<file path="config.mk">
export PLATFORM = sky130hd
export DESIGN_NAME = wake_vec_sel
export DESIGN_NICKNAME = d
export VERILOG_FILES = /design/src/rtl/wake_pkg.sv /design/src/rtl/wake_edge_det.sv /design/src/rtl/wake_pend.sv /design/src/rtl/wake_prio.sv /design/src/rtl/wake_vec_sel.sv
export SDC_FILE = /design/constraint.sdc
export NUM_CORES = 1
export LEC_CHECK = 0
export ABC_AREA = 1
export CAP_MARGIN = 25
export CORE_MARGIN = 2
export CORE_UTILIZATION = 38
export DETAILED_ROUTE_END_ITERATION = 12
export HOLD_SLACK_MARGIN = 0.12
export PLACE_DENSITY = 0.73
export SLEW_MARGIN = 40
export SYNTH_ARGS = -nofsm -noshare
export SYNTH_HDL_FRONTEND = slang
export SYNTH_SLANG_ARGS = --single-unit
</file>
<file path="constraint.sdc">
create_clock -name clk_i -period 1.3 [get_ports clk_i]
set_clock_uncertainty 0.1 [all_clocks]
set_input_delay 0.26 -clock clk_i [delete_from_list [all_inputs] [get_ports clk_i]]
set_output_delay 0.26 -clock clk_i [all_outputs]
set_load 0.01 [all_outputs]
</file>
<file path="src/rtl/wake_pkg.sv">
package wake_pkg;
  localparam int ADDR_W = 13;
  localparam int N_INT  = 5;  // ext, core timer, prog timer, serial, analog
endpackage

</file>
<file path="src/rtl/wake_edge_det.sv">
module wake_edge_det #(
  parameter int   N      = 4,
  parameter int   STAGES = 2,
  parameter bit   RISE   = 1'b1,
  parameter bit   IDLE   = 1'b0
) (
  input  logic         clk_i,
  input  logic         rst_ni,
  input  logic [N-1:0] pin_i,
  output logic [N-1:0] edge_o
);
  for (genvar g = 0; g < N; g++) begin : g_bit
    logic [STAGES-1:0] sync_q;
    logic              prev_q;
    always_ff @(posedge clk_i or negedge rst_ni) begin
      if (!rst_ni) begin
        sync_q <= {STAGES{IDLE}};
        prev_q <= IDLE;
      end else begin
        sync_q <= {sync_q[STAGES-2:0], pin_i[g]};
        prev_q <= sync_q[STAGES-1];
      end
    end
    if (RISE) begin : g_rise
      assign edge_o[g] = sync_q[STAGES-1] & ~prev_q;
    end else begin : g_fall
      assign edge_o[g] = ~sync_q[STAGES-1] & prev_q;
    end
  end
endmodule

</file>
<file path="src/rtl/wake_pend.sv">
module wake_pend (
  input  logic clk_i,
  input  logic rst_ni,
  input  logic set_i,
  input  logic clr_i,
  output logic pend_o
);
  // set wins over clear so a fresh edge is never lost
  always_ff @(posedge clk_i or negedge rst_ni) begin
    if (!rst_ni)     pend_o <= 1'b0;
    else if (set_i)  pend_o <= 1'b1;
    else if (clr_i)  pend_o <= 1'b0;
  end
endmodule

</file>
<file path="src/rtl/wake_prio.sv">
module wake_prio
  import wake_pkg::*;
#(
  parameter int                 NI      = N_INT,
  parameter logic [ADDR_W-1:0]  VEC_TOP = 13'h1FFE
) (
  input  logic              rst_req_i,
  input  logic [NI-1:0]     int_req_i,   // bit 0 highest priority
  output logic [ADDR_W-1:0] vec_o,
  output logic              sel_rst_o,
  output logic              any_int_o
);
  localparam int IW = $clog2(NI + 1);
  logic [IW-1:0] idx;

  always_comb begin
    idx = IW'(NI);
    for (int i = NI - 1; i >= 0; i--)
      if (int_req_i[i]) idx = IW'(i);
  end

  assign any_int_o = |int_req_i;
  assign sel_rst_o = rst_req_i;

  // slot just below the reset pair is skipped; interrupts then step down by 2
  always_comb begin
    if (rst_req_i || !any_int_o) vec_o = VEC_TOP;
    else vec_o = VEC_TOP - ADDR_W'(4) - ADDR_W'({idx, 1'b0});
  end
endmodule

</file>
<file path="src/rtl/wake_vec_sel.sv">
module wake_vec_sel
  import wake_pkg::*;
#(
  parameter int                N_PORT  = 4,
  parameter int                SYNC_ST = 2,
  parameter logic [ADDR_W-1:0] VEC_TOP = 13'h1FFE
) (
  input  logic              clk_i,
  input  logic              rst_ni,
  input  logic              in_wait_i,
  input  logic              int_mask_i,
  input  logic              ack_i,
  input  logic              irq_ni,
  input  logic              port_irq_en_i,
  input  logic [N_PORT-1:0] port_irq_i,
  input  logic              ctmr_req_i,
  input  logic              ptmr_req_i,
  input  logic              ser_req_i,
  input  logic              cmp_req_i,
  input  logic              wdog_to_i,
  input  logic              hard_rst_ni,
  output logic              wake_o,
  output logic [ADDR_W-1:0] vec_o,
  output logic              rst_sel_o
);
  logic              irq_edge;
  logic [N_PORT-1:0] port_edge;
  logic              ext_set, ext_pend;
  logic              rst_req, any_int;
  logic [N_INT-1:0]  int_req;

  wake_edge_det #(.N(1), .STAGES(SYNC_ST), .RISE(1'b0), .IDLE(1'b1)) i_irq_det (
    .clk_i(clk_i), .rst_ni(rst_ni), .pin_i(irq_ni), .edge_o(irq_edge)
  );

  wake_edge_det #(.N(N_PORT), .STAGES(SYNC_ST), .RISE(1'b1), .IDLE(1'b0)) i_port_det (
    .clk_i(clk_i), .rst_ni(rst_ni), .pin_i(port_irq_i), .edge_o(port_edge)
  );

  assign ext_set = irq_edge | (port_irq_en_i & (|port_edge));

  wake_pend i_ext_pend (
    .clk_i(clk_i), .rst_ni(rst_ni), .set_i(ext_set), .clr_i(ack_i), .pend_o(ext_pend)
  );

  assign int_req = {cmp_req_i, ser_req_i, ptmr_req_i, ctmr_req_i, ext_pend};
  assign rst_req = wdog_to_i | ~hard_rst_ni;

  wake_prio #(.NI(N_INT), .VEC_TOP(VEC_TOP)) i_prio (
    .rst_req_i(rst_req), .int_req_i(int_req), .vec_o(vec_o),
    .sel_rst_o(rst_sel_o), .any_int_o(any_int)
  );

  // combinational: no recovery cycle on leaving wait
  assign wake_o = in_wait_i & (rst_req | (any_int & ~int_mask_i));
endmodule

</file>
==> flow_summary.toml <==
[placed_design]
place_hpwl_um = 767.4
gp_congestion = 0.5922
io_buffers = 21

[synth]
async_reset_ff_share_pct = 100.0
synth_common_cells = "dfrtp_1 (13), buf_4 (10), inv_1 (9)"
synth.top_cell.area_share_pct = 50.00
synth_seq_cells = 16
synth_area_leaders = "dfrtp_1 (50%), dfstp_2 (12%), buf_4 (12%)"
synth_cells = 62
synth_most_common_cell = "dfrtp_1"
synth.largest_area_cell = "dfrtp_1"
synth.distinct_cells = 17
seq_area_frac_synth_pct = 62.12
avgSynthCellArea_um2 = 10.49
synth_area_um2 = 650.6
ys_warn_count = 0
synth_ff_type = "dfrtp_1"
synth_edf_count = 0

[sta]
fin_crit_ps = 1536
setup_slack_ps = -235.7
holdWs_ps = 190.3
fin_tns_setup_ps = -891.0
hold_viol = 0
fin_crit_sh_pct = 118.1
report.final.slew_viol_count = 0
setup_viol = 4
clock.fmax_mhz = 651.2
rsz0062_at_grt = "true"

[final_layout]
diodes = 0
synthToLayoutAreaGrowth_pct = 36.92
drive_gt1_share_pct = 28.89
nets = 108
post-route-util_pct = 57.14

[grt]
first_global_vias = 443
grt_max_degree = 17
track_usage_pct = 11.33
overflow = 0
antenna_found_initial = 0
grt_pass1_wl_mm = 1.649

[clock_tree]
cts_tree = "yes"
cts_max_level = 1
cts_sinks = 16
numCtsBuffers = 3
clockBufferDepth = 2
cts_root_buf = "clkbuf_4"
path_clk_slew_ps = 80
clk_latency_ps = 270

[drt]
wl_per_cell_um = 9.321
via_per_inst = 4.132
ant_nets = 0
vias = 438
drc_errors = 0
dr.pass1.iters = 2
drt_iter0_drc = 2
routed_wirelength_um = 988

[setup_path]
end_kind = "output port"
max_stage_delay_ps = 400
startpoint_type = "primary input"
reg2reg_from = "i_irq_det.g_bit[0].prev_q"
crit_buf_inv = 3
critPathSlowestCell = "clkdlybuf4s50_1"
cp_data_required_time_ps = 940
cp_max_fo = 2
setup.worst_path.class = "in2out"
cp-startpoint = "cmp_req_i"
path_cells = "clkdlybuf4s50_1 > inv_1 > nor2_1 > o21bai_1 > nand3_2 > buf_6"
arrival_ps = 1180
crit_family = "buffers and inverters"

[power_and_ir_drop]
power_uw = 926.2
power.density_mw_per_mm2 = 1040
peakVddDrop_mv = 0.7560
leakage_nw = 0.4563

[floorplan]
start_util_pct = 41.73
dieHeight_um = 45.38
core_area_mm2 = 0.001559
dieWidth_um = 45.38
top_level_ports = 32
die-area_mm2 = 0.002059
core.rowCount = 14

[run_status]
violations = "setup timing"
run_status = "complete, but fails checks"

[flow_run]
maxCapViolCount = 0

[min_path]
hold_class = "in2async"
==> worst reg2reg max path, stage by stage, from the launching register on <==
cell	delay, ps
dfstp_2	520
inv_1	30
o22ai_1	140
inv_1	50
nand2_1	50
==> layout by cell type, fill, tap and decap left out, drive strengths merged <==
cell type	instances
clkbuf	4
o21ai	3
o21bai	1
buf	10
clkdlybuf4s50	11
nand2	9
o22ai	1
dlygate4sd2	5
inv	13
conb	10
dfrtp	13
dfstp	3
a21oi	1
nor2	4
nand3	2
==> state kept, by name, indices dropped and copies added, names as in the netlist <==
| register | flops |
|---|---|
| i_irq_det.g_bit.sync_q | 2 |
| i_port_det.g_bit.prev_q | 4 |
| i_irq_det.g_bit.prev_q | 1 |
| i_ext_pend.pend_o | 1 |
| i_port_det.g_bit.sync_q | 8 |
==> logic make-up (layout without fill, tap and decap cells) <==
kind of cell / count (synthesis) / after routing / share of synthesized area (%)
AOI/OAI and AO/OA: 6 / 6 / 5.192
DFF: 16 / 16 / 62.12
buffers and inverters: 23 / 43 / 19.04
and+or+nand+nor: 15 / 15 / 12.50
other: 2 / 10 / 1.154
==> cell type report <==
class,instances,area (um^2)
Fill cell,152,668.1
Sequential cell,16,404.1
Timing Repair Buffer,26,236.5
Multi-Input combinational cell,31,155.1
Inverter,13,48.80
Clock buffer,4,26.28
Tap cell,16,20.02
==> worst paths after layout <==
check                                           endpoint  slack (ps)  cells past startpoint
max                                             vec_o[1]        -240                      6
max reg2reg                            i_ext_pend.pend_o         350                      4
min reg2reg                i_port_det.g_bit[2].sync_q[1]         250                      0
min                           i_port_det.g_bit[0].prev_q         190                      2
max in group asynchronous      i_irq_det.g_bit[0].prev_q         670                      2
min in group clk_i         i_port_det.g_bit[2].sync_q[1]         250                      0
==> layer usage <==
layer | GRT usage (%) | vias up | part of all wire (%)
li1 | - | 218 | -
met1 | 12.11 | 192 | 36
met2 | 20.00 | 28 | 50
met3 | 2.381 | 0 | 13
met4 | 7.059 | 0 | 0
met5 | 0 | - | 0
==> where the power goes <==
group	internal (mW)	switching [mW]	total (mW)
clock network	0.119	0.128	0.247
logic	0.0756	0.0662	0.142
registers	0.528	0.00967	0.537
total	0.722	0.204	0.926
==> stage by stage <==
stage,setup WS [ps],std cells,area (um^2)
2_1_floorplan,187.5,70,680.7
3_3_place_gp,-672.0,100,858.3
3_5_place_dp,-710.2,100,858.3
4_1_cts,-282.9,106,882.1
5_1_grt,-341.4,106,890.9
6_report,-235.7,106,890.9
==> what timing repair did <==
action | in CTS | in global routing
hold buffers | 0 | 0
gates resized for setup | 29 | 2
endpoints found under the setup margin | 5 | 4
pin swaps | 8 | 4
endpoints found under the hold margin | 0 | 0
setup buffers | 2 | 0
Power figures use the tool's default switching activity.
